[src/rtl/txdma_pkg.sv]
package txdma_pkg;

    localparam int unsigned ADDR_W     = 32;
    localparam int unsigned WORD_W     = 32;
    localparam int unsigned LEN_W      = 11;
    localparam int unsigned WORD_BYTES = WORD_W / 8;
    localparam int unsigned DESC_BYTES = 4 * WORD_BYTES;
    localparam int unsigned CNT_W      = $clog2(WORD_BYTES + 1);

    // descriptor bit positions
    localparam int unsigned OWN_BIT   = 31;
    localparam int unsigned ERR_BIT   = 15;
    localparam int unsigned LS_BIT    = 30;
    localparam int unsigned FS_BIT    = 29;
    localparam int unsigned WRAP_BIT  = 25;
    localparam int unsigned CHAIN_BIT = 24;

    // register offsets
    localparam int unsigned OFS_POLL = 'h04;
    localparam int unsigned OFS_BASE = 'h10;
    localparam int unsigned OFS_CTRL = 'h18;
    localparam int unsigned RUN_BIT  = 13;

    typedef enum logic [3:0] {
        ST_IDLE,
        ST_RD_STAT,
        ST_RD_CTL,
        ST_RD_BUF,
        ST_RD_LINK,
        ST_FETCH,
        ST_SEND,
        ST_WBACK,
        ST_SUSP
    } eng_state_t;

    typedef struct packed {
        logic             last_seg;
        logic             first_seg;
        logic             wrap;
        logic             chain;
        logic [LEN_W-1:0] len;
    } seg_ctl_t;

    function automatic seg_ctl_t decode_ctl(input logic [WORD_W-1:0] w);
        seg_ctl_t c;
        c.last_seg  = w[LS_BIT];
        c.first_seg = w[FS_BIT];
        c.wrap      = w[WRAP_BIT];
        c.chain     = w[CHAIN_BIT];
        c.len       = w[LEN_W-1:0];
        return c;
    endfunction

    function automatic logic [ADDR_W-1:0] next_desc(
        input seg_ctl_t          c,
        input logic [ADDR_W-1:0] cur,
        input logic [ADDR_W-1:0] base,
        input logic [ADDR_W-1:0] link
    );
        if (c.wrap)       return base;
        else if (c.chain) return link;
        else              return cur + ADDR_W'(DESC_BYTES);
    endfunction

    function automatic logic [WORD_W-1:0] status_word(input logic err);
        logic [WORD_W-1:0] w;
        w = '0;
        w[ERR_BIT] = err;
        return w;
    endfunction

endpackage

[src/rtl/txd_csr.sv]
module txd_csr
    import txdma_pkg::*;
#(
    parameter int unsigned REG_AW = 8
) (
    input  logic              clk,
    input  logic              rst,
    input  logic              wr,
    input  logic [REG_AW-1:0] addr,
    input  logic [WORD_W-1:0] wdata,
    output logic [ADDR_W-1:0] list_base,
    output logic              run,
    output logic              poll
);

    always_ff @(posedge clk) begin
        if (rst) begin
            list_base <= '0;
            run       <= 1'b0;
            poll      <= 1'b0;
        end else begin
            poll <= 1'b0;
            if (wr) begin
                if (addr == REG_AW'(OFS_BASE)) list_base <= wdata;
                if (addr == REG_AW'(OFS_CTRL)) run       <= wdata[RUN_BIT];
                if (addr == REG_AW'(OFS_POLL)) poll      <= 1'b1;
            end
        end
    end

endmodule

[src/rtl/txd_byteser.sv]
module txd_byteser
    import txdma_pkg::*;
(
    input  logic              clk,
    input  logic              rst,
    input  logic              load,
    input  logic [WORD_W-1:0] word,
    input  logic [CNT_W-1:0]  nbytes,
    input  logic              last_seg,
    input  logic              tx_ready,
    output logic              tx_valid,
    output logic [7:0]        tx_data,
    output logic              tx_last,
    output logic              done
);

    logic [WORD_W-1:0] shreg;
    logic [CNT_W-1:0]  left;
    logic              mark;

    always_ff @(posedge clk) begin
        if (rst) begin
            shreg <= '0;
            left  <= '0;
            mark  <= 1'b0;
        end else if (load) begin
            shreg <= word;
            left  <= nbytes;
            mark  <= last_seg;
        end else if (tx_valid && tx_ready) begin
            shreg <= shreg >> 8;
            left  <= left - CNT_W'(1);
        end
    end

    assign tx_valid = (left != '0);
    assign tx_data  = shreg[7:0];
    assign tx_last  = mark && (left == CNT_W'(1));
    assign done     = tx_valid && tx_ready && (left == CNT_W'(1));


    tx_hold_chk: assert property (@(posedge clk) disable iff (rst)
        (tx_valid && !tx_ready) |=> (tx_valid && $stable(tx_data) && $stable(tx_last)));


    load_idle_chk: assert property (@(posedge clk) disable iff (rst)
        load |-> !tx_valid);

endmodule

[src/rtl/txdesc_dma.sv]
module txdesc_dma
    import txdma_pkg::*;
#(
    parameter int unsigned REG_AW = 8
) (
    input  logic              clk,
    input  logic              rst,
    input  logic              reg_wr,
    input  logic [REG_AW-1:0] reg_addr,
    input  logic [WORD_W-1:0] reg_wdata,
    output logic              mem_req,
    output logic              mem_we,
    output logic [ADDR_W-1:0] mem_addr,
    output logic [WORD_W-1:0] mem_wdata,
    input  logic              mem_ack,
    input  logic [WORD_W-1:0] mem_rdata,
    output logic              tx_valid,
    output logic [7:0]        tx_data,
    output logic              tx_last,
    input  logic              tx_ready,
    input  logic              tx_fail
);

    eng_state_t        st;
    logic [ADDR_W-1:0] cur, bptr, link_a, list_base;
    seg_ctl_t          ctl;
    logic [LEN_W-1:0]  rem;
    logic              err, run, poll;
    logic [CNT_W-1:0]  chunk;
    logic              ser_load, ser_done, ser_last;

    txd_csr #(.REG_AW(REG_AW)) u_csr (
        .clk       (clk),
        .rst       (rst),
        .wr        (reg_wr),
        .addr      (reg_addr),
        .wdata     (reg_wdata),
        .list_base (list_base),
        .run       (run),
        .poll      (poll)
    );

    assign chunk    = (rem >= LEN_W'(WORD_BYTES)) ? CNT_W'(WORD_BYTES) : rem[CNT_W-1:0];
    assign ser_load = (st == ST_FETCH) && mem_ack;
    assign ser_last = ctl.last_seg && (rem == LEN_W'(chunk));

    txd_byteser u_ser (
        .clk      (clk),
        .rst      (rst),
        .load     (ser_load),
        .word     (mem_rdata),
        .nbytes   (chunk),
        .last_seg (ser_last),
        .tx_ready (tx_ready),
        .tx_valid (tx_valid),
        .tx_data  (tx_data),
        .tx_last  (tx_last),
        .done     (ser_done)
    );

    always_ff @(posedge clk) begin
        if (rst) begin
            st     <= ST_IDLE;
            cur    <= '0;
            bptr   <= '0;
            link_a <= '0;
            ctl    <= '0;
            rem    <= '0;
            err    <= 1'b0;
        end else begin
            case (st)
                ST_IDLE: if (run) begin
                    cur <= list_base;
                    st  <= ST_RD_STAT;
                end
                ST_RD_STAT: if (mem_ack)
                    st <= mem_rdata[OWN_BIT] ? ST_RD_CTL : ST_SUSP;
                ST_RD_CTL: if (mem_ack) begin
                    ctl <= decode_ctl(mem_rdata);
                    st  <= ST_RD_BUF;
                end
                ST_RD_BUF: if (mem_ack) begin
                    bptr <= {mem_rdata[ADDR_W-1:2], 2'b00};
                    st   <= ST_RD_LINK;
                end
                ST_RD_LINK: if (mem_ack) begin
                    link_a <= mem_rdata;
                    rem    <= ctl.len;
                    if (ctl.first_seg) err <= 1'b0;
                    st <= (ctl.len == '0) ? ST_WBACK : ST_FETCH;
                end
                ST_FETCH: if (mem_ack) begin
                    rem  <= rem - LEN_W'(chunk);
                    bptr <= bptr + ADDR_W'(WORD_BYTES);
                    st   <= ST_SEND;
                end
                ST_SEND: begin
                    if (tx_fail) err <= 1'b1;
                    if (ser_done) st <= (rem == '0) ? ST_WBACK : ST_FETCH;
                end
                ST_WBACK: if (mem_ack) begin
                    cur <= next_desc(ctl, cur, list_base, link_a);
                    st  <= run ? ST_RD_STAT : ST_IDLE;
                end
                ST_SUSP: begin
                    if (!run)      st <= ST_IDLE;
                    else if (poll) st <= ST_RD_STAT;
                end
                default: st <= ST_IDLE;
            endcase
        end
    end

    always_comb begin
        mem_req  = 1'b1;
        mem_we   = 1'b0;
        mem_addr = cur;
        case (st)
            ST_RD_STAT: mem_addr = cur;
            ST_RD_CTL:  mem_addr = cur + ADDR_W'(WORD_BYTES);
            ST_RD_BUF:  mem_addr = cur + ADDR_W'(2 * WORD_BYTES);
            ST_RD_LINK: mem_addr = cur + ADDR_W'(3 * WORD_BYTES);
            ST_FETCH:   mem_addr = bptr;
            ST_WBACK:   mem_we   = 1'b1;
            default:    mem_req  = 1'b0;
        endcase
    end

    assign mem_wdata = status_word(ctl.last_seg && err);


    mem_hold_chk: assert property (@(posedge clk) disable iff (rst)
        (mem_req && !mem_ack) |=> (mem_req && $stable(mem_addr) && $stable(mem_we)));


    wb_owner_chk: assert property (@(posedge clk) disable iff (rst)
        (mem_req && mem_we) |-> !mem_wdata[OWN_BIT]);


    bus_excl_chk: assert property (@(posedge clk) disable iff (rst)
        tx_valid |-> !mem_req);


    rst_quiet_chk: assert property (@(posedge clk)
        $past(rst) |-> (!mem_req && !tx_valid));

endmodule

[config.mk]
export PLATFORM = sky130hd
export DESIGN_NAME = txdesc_dma
export DESIGN_NICKNAME = d
export VERILOG_FILES = /design/src/rtl/txdma_pkg.sv /design/src/rtl/txd_csr.sv /design/src/rtl/txd_byteser.sv /design/src/rtl/txdesc_dma.sv
export SDC_FILE = /design/constraint.sdc
export NUM_CORES = 1
export LEC_CHECK = 0
export ABC_AREA = 1
export BUFFER_PORTS_ARGS = -buffer_cell sky130_fd_sc_hd__buf_2
export CAP_MARGIN = 25
export CORE_MARGIN = 2
export CORE_UTILIZATION = 45
export DETAILED_ROUTE_END_ITERATION = 7
export PLACE_DENSITY_LB_ADDON = 0.3
export SLEW_MARGIN = 10
export SYNTH_ARGS = -nofsm -noshare
export SYNTH_HDL_FRONTEND = slang
export SYNTH_HIERARCHICAL = 1
export SYNTH_SLANG_ARGS = --single-unit
[constraint.sdc]
create_clock -name clk -period 2.4 [get_ports clk]
set_input_delay 0.48 -clock clk [delete_from_list [all_inputs] [get_ports clk]]
set_output_delay 0.48 -clock clk [all_outputs]
set_load 0.1 [all_outputs]
==> out/results.txt, run 1 <==
Status: finished with violations
Failing checks: negative setup slack
Pin slew with the least headroom to its limit: 0.706 ns
Input/output buffers: 122
Slew HR: 0.528
DPL Wire Length: 37700 um
Vias: 14430
Total power: 11.7 mW
Unique cell type count in the Yosys netlist: 54
Commonest cells post-synth: 495 x nand2_1, 202 x nor2_1, 201 x inv_1, 195 x dfxtp_1, 170 x a21oi_1
CP max stage delay: 0.34 ns
Filler cells: 2639
Detailed Routing Iterations Pass 1: 6
Dominant cell type by area after synthesis: dfxtp_1
Setup ws final: -0.592 ns
Internal power: 6.60 mW
Max Cap Viol: 0
Arrival time at the worst endpoint: 2.51 ns
Combinational share of power: 0.428
Global-route wire length before repair: 75100 um
FP Rows: 61
Pleak: 6.88 nW
GR Overflow Total: 0
CORE AREA: 0.0277 sq mm
Reg2Reg Depth: 14
Sw power: 5.09 mW
Largest net degree at the start of global routing: 71
Ys Warns: 6
Unrepaired setup endpoints after global routing: true
WS Path Type: flop to output pin
Initial DRC count: 1397
Hold Buf Count CTS: 0
DR vias/cell: 5.52
Chip width: 172 um
Crit-path max FO: 4
Routability Congestion: 0.989
Pre-CTS setup slack: -0.224 ns
Required time worst endpoint: 1.92 ns
Initial core utilization: 0.456
Clock sink total: 195
Post-synth EDFFs: 0
Setup TNS Final: -12.81 ns
Primary FF master, synth: dfxtp_1
Hold slack: 0.278 ns
Synth-to-Final Area Change: 32.6%
Setup Skew: 0.0174 ns
Most common cell in the netlist: nand2_1
Nets@finish: 2310
Worst-case clock buffer depth: 2
Die Footprint: 0.0294 sq mm
Slowest-stage cell, CP: dfxtp_2
Cts bufs inserted: 17
Synthesis-stage register bit count: 195
Ys async rst share: 0
Placed Area: 0.0151 sq mm
CTS tree: yes
Startpoint types: flop
DRT antenna net count: 0
Boundary Pins: 154
Clk network pwr share: 0.256
Vias in the first global route: 13219
Worst Path Buf+Inv: 4
Post-Layout Cell Count: 2613
Critical Path, Cell by Cell: inv_2 > nor2_4 > nand2_2 > inv_2 > fa_2 > nand2_2 > inv_2 > nand2_4 > nor2_4 > nand2_4 > nor2_4 > nand2_2 > a21oi_2 > o21ai_1 > nand4_1 > buf_12
Syn_area_per_cell: 6.34 sq um
Root Buffer: clkbuf_16
H-tree depth: 4
Crit path max-delay family: simple AND/OR/NAND/NOR gates
DR WL/cell: 19.2 um
Worst hold stages: 4
Routed WL: 50300 um
Synth Cell Area: 0.0126 sq mm
Yosys top cell area share: 0.309
Ant diodes: 0
Peak supply drop: 0.549 mV
Final setup violation count: 30
Final slew viol count: 0
Inst Count DP: 2546
Levels on crit path: 16
Crit. End Element: output pin
Clock transition at path regs: 0.08 ns
Drt drc: 0
Cell count after synthesis: 1992
Design area: 0.0167 sq mm
Final core utilization: 0.604
Antenna violations before repair: 0
Tcrit/Tclk final: 1.25
Die height: 172 um
Hold Path Class: input port to flop
Minimum clock period: 2.99 ns
Area contributors post-synth: dfxtp_1 31%, nand2_1 15%, a21oi_1 6.7%
Worst-Skew Late Latency: 0.46 ns
Flop pwr share: 0.316
Global-route usage over all layers: 0.338
Top achievable clock speed: 0.334 GHz
Final Hold Viols: 0
Power density cells: 698 mW/mm^2
Share of layout cells above drive strength 1: 0.265
Sequential fraction of the synthesis area: 0.309
Sw Ratio: 0.436
## flip-flops by register name, summed over array words and instances (netlist names)
register         flops
err                  1
u_ser/mark           1
rem                 11
u_csr/list_base     32
link_a              32
bptr                30
u_ser/left           3
u_csr/poll           1
st                   4
ctl                 15
u_ser/shreg         32
u_csr/run            1
cur                 32
## cell usage in the layout, fill, tap and decap left out, types with 25 or more instances in the layout
cell     Yosys  layout
conb_1       2      33
nand2_1    495     466
nor2_4      13      33
a21oi_1    170     163
inv_2       21      25
inv_1      201     192
nand2_2     24      44
buf_2       33      88
dfxtp_1    195     176
nand3_1    134     120
buf_12       1      44
o21ai_0    159     143
nor2_1     202     182
buf_4       56     167
## worst register-to-register path: stages (launching register included)
cell and delay, ns:
dfxtp_2 0.33, inv_2 0.07, nor2_4 0.04, buf_4 0.13, buf_6 0.13, nand2_4 0.08, buf_6 0.13, buf_6 0.27
nor2_2 0.10, inv_2 0.23, buf_4 0.29, nand2_1 0.08, nand2_1 0.07, nand2_1 0.06, a21oi_1 0.13
## cell families (layout without fill, tap and decap cells)
logic type               count (synthesis)  count (layout)  share of synthesized area
AO/OA/AOI/OAI                          441             441                      0.197
adder cells (fa/ha/maj)                 10              10                     0.0105
XOR/XNOR                                20              20                     0.0139
flip-flops                             195             195                      0.309
AND/OR/NAND/NOR                        959             959                      0.334
buffers and inverters                  365             577                      0.134
other                                    2              33                   0.000595
## power by group through the flow
stage          Combinational [mW]  Sequential, mW  Clock (mW)
6_report                     5.00            3.70        2.99
5_1_grt                      5.27            3.72        3.14
4_1_cts                      4.85            3.69        3.01
3_5_place_dp                 4.18            3.76           0
3_3_place_gp                 4.15            3.75           0
2_1_floorplan                2.92            3.70           0
## what timing repair did
action / in CTS / in global routing
setup endpoints to repair: 34 / 34
setup buffers: 25 / 11
pin swaps: 36 / 27
gates cloned: 4 / 0
gates resized for setup: 135 / 54
## cell type report
class                      instances  area [sq um]  share of cell area
multi-input combinational       1463          7960               0.475
sequential                       195          3940               0.235
timing repair buffer             320          2890               0.172
inverter                         225           868              0.0518
tap                              378           473              0.0282
clock buffer                      17           425              0.0254
clock inverter                    15           199              0.0119
## final timing paths
kind	end	start	slack, ns
setup / recovery	mem_addr[30]	st[2]	-0.59
hold / removal	u_csr/poll	reg_addr[7]	0.28
setup reg to reg	u_ser/shreg[2]	st[2]	0.22
hold reg to reg	link_a[15]	link_a[15]	0.46
## per-layer routing
| metal | wire [um] | vias to the layer above | GRT usage |
|---|---|---|---|
| met1 | 20500 | 6731 | 0.424 |
| met2 | 22600 | 631 | 0.539 |
| met4 | 3750 | 0 | 0.228 |
| li1 | - | 6904 | - |
| met5 | 0 | - | 0 |
| met3 | 3420 | 164 | 0.0458 |
Note: power is estimated with default switching activity, not from simulation.
==> run 2, diff against run 1 <==
SYNTH_HIERARCHICAL = not set   (was 1)
==> run 2 against run 1 <==
Compared with the run above:
- the flow finishes with violations (design-rule violations, negative setup slack)
- largest power group unchanged
- first-iteration DRC count grew 28%
- final cell count decreased by 5.5%
- sequential share of layout area grew 0.36 points
- flip-flop and latch count unchanged
- highest routed layer unchanged
- critical path type unchanged
- largest cell class unchanged
- global-route usage grew 2.9 points
==> out/results.txt, run 2 <==
Status: finished with violations
Failing checks: design-rule violations, negative setup slack
Antenna violations before repair: 0
Clock sink total: 195
Final slew viol count: 0
DR WL/cell: 21.2 um
Crit. End Element: output pin
Hold Buf Count CTS: 0
DR vias/cell: 5.73
Cell count after synthesis: 1889
Boundary Pins: 154
Worst-case clock buffer depth: 2
Area contributors post-synth: dfxtp_1 33%, nand2_1 14%, o21ai_0 8.1%
Slowest-stage cell, CP: dfxtp_2
Detailed Routing Iterations Pass 1: 8
Post-Layout Cell Count: 2469
Sequential fraction of the synthesis area: 0.325
Slew HR: 0.459
Initial core utilization: 0.459
Total power: 12.1 mW
Unrepaired setup endpoints after global routing: true
Required time worst endpoint: 1.92 ns
Global-route wire length before repair: 78400 um
Peak supply drop: 0.550 mV
Global-route usage over all layers: 0.367
Commonest cells post-synth: 433 x nand2_1, 199 x nor2_1, 195 x dfxtp_1, 194 x o21ai_0, 173 x a21oi_1
CP max stage delay: 0.33 ns
Nets@finish: 2209
WS Path Type: flop to output pin
Input/output buffers: 122
Share of layout cells above drive strength 1: 0.274
Setup ws final: -0.470 ns
FP Rows: 59
CTS tree: yes
Die height: 167 um
Pleak: 6.83 nW
Drt drc: 4
Synth-to-Final Area Change: 37.8%
Pin slew with the least headroom to its limit: 0.812 ns
Crit-path max FO: 6
Vias: 14149
Vias in the first global route: 12834
Ys async rst share: 0
Startpoint types: flop
Most frequent cells in the layout: 389 x nand2_1, 174 x nor2_1, 174 x o21ai_0
Post-synth EDFFs: 0
Setup Skew: 0.0161 ns
Arrival time at the worst endpoint: 2.39 ns
Max Cap Viol: 0
Most common library cell in the layout ignoring fill and taps: nand2_1
Initial DRC count: 1787
Routability Congestion: 0.993
Syn_area_per_cell: 6.35 sq um
H-tree depth: 4
CORE AREA: 0.0261 sq mm
Minimum clock period: 2.87 ns
Inst Count DP: 2410
Filler cells: 2471
Final setup violation count: 31
Dominant cell type by area after synthesis: dfxtp_1
Routed WL: 52400 um
Tcrit/Tclk final: 1.20
Clock transition at path regs: 0.08 ns
Hold Path Class: input port to flop
DPL Wire Length: 39400 um
Ant diodes: 0
Root Buffer: clkbuf_16
Cts bufs inserted: 17
GR Overflow Total: 0
Synthesis-stage register bit count: 195
Unique cell type count in the Yosys netlist: 48
Most common cell in the netlist: nand2_1
Power density cells: 733 mW/mm^2
Final Hold Viols: 0
Synth Cell Area: 0.0120 sq mm
Hold slack: 0.209 ns
Chip width: 167 um
Critical Path, Cell by Cell: inv_2 > nand2_4 > inv_4 > nand2_4 > inv_4 > ha_4 > a21oi_4 > clkinv_4 > buf_12 > nand2_8 > nor3_4 > buf_6 > o2111ai_4 > buf_12
Ys Warns: 0
Largest net degree at the start of global routing: 68
Yosys top cell area share: 0.325
Worst-Skew Late Latency: 0.45 ns
Primary FF master, synth: dfxtp_1
Top achievable clock speed: 0.348 GHz
DRT antenna net count: 0
Die Footprint: 0.0280 sq mm
-- run 2: changes by cell type after synthesis, sizes merged, moves of 4 or more --
cell,delta
inv,-36
o21ai,+33
nand2,-76
nor2,-21
o2111ai,-4
a31oi,+15
buf,-13
a21oi,-7
nand4,+15
o22ai,-8
nand3,-8
clkbuf,+15
-- run 2: area by class of cell --
class                           instances  area (sq um)  share of cell area
Multi-Input combinational cell       1396          7800               0.471
Sequential cell                       195          3950               0.239
Timing Repair Buffer                  324          2980               0.180
Inverter                              187           746              0.0451
Clock buffer                           17           425              0.0257
Tap cell                              335           419              0.0253
Clock inverter                         15           228              0.0138
-- run 2: what timing repair did --
action	4_1_cts	5_1_grt
gates cloned	1	1
buffers inserted	17	15
pin swaps	33	39
setup endpoints to repair	31	33
gates resized for setup	136	107
-- run 2: critical path, delay by kind of cell, from the launching register on --
family                   cells  cell delay (ns)
AND/OR/NAND/NOR              4             0.21
adder cells (fa/ha/maj)      1             0.21
buffers and inverters        7             0.81
AO/OA/AOI/OAI                2             0.38
flip-flops                   1             0.33
-- run 2: path summary, 6_finish.rpt --
path	start	endpoint	slack [ns]	cells after the start
worst max-delay path	st[3]	mem_addr[25]	-0.47	14
worst min-delay path	reg_addr[4]	u_csr.poll	0.21	2
worst max register to register	st[0]	u_ser.shreg[29]	0.24	11
worst min register to register	link_a[24]	link_a[24]	0.46	2
-- run 2: routing by layer --
metal	GRT usage	part of all wire	up-vias
met1	0.544	0.45	6657
met3	0.0598	0.094	97
met5	0	0	-
li1	-	-	6669
met2	0.547	0.43	726
met4	0.107	0.030	0
-- run 2: through the flow --
stage | cell area [sq um] | util | setup slack, ns | setup TNS [ns]
after floorplan | 12500 | - | -0.432 | -4.04
after global placement | 14800 | 0.565 | -0.0591 | -0.263
after detailed placement | 14800 | 0.565 | -0.0828 | -0.465
after CTS | 16100 | 0.615 | -0.476 | -10.62
after global routing | 16500 | 0.633 | -0.544 | -12.97
final | 16500 | 0.633 | -0.470 | -10.50
-- run 2: cell families (layout without fill, tap and decap cells) --
kind of cell | after synthesis | count (layout) | synth area share
xor gates and xnor gates | 22 | 22 | 0.0161
buffers and inverters | 329 | 543 | 0.125
adders and majority gates | 10 | 10 | 0.0110
and+or+nand+nor | 866 | 866 | 0.310
DFF | 195 | 195 | 0.325
other | 2 | 33 | 0.000626
AOI/OAI and AO/OA | 465 | 465 | 0.212
-- run 2: power breakdown --
part	switching [mW]	internal, mW
combinational	3.43	1.72
sequential	0.229	3.52
clock	1.73	1.49
total	5.39	6.73
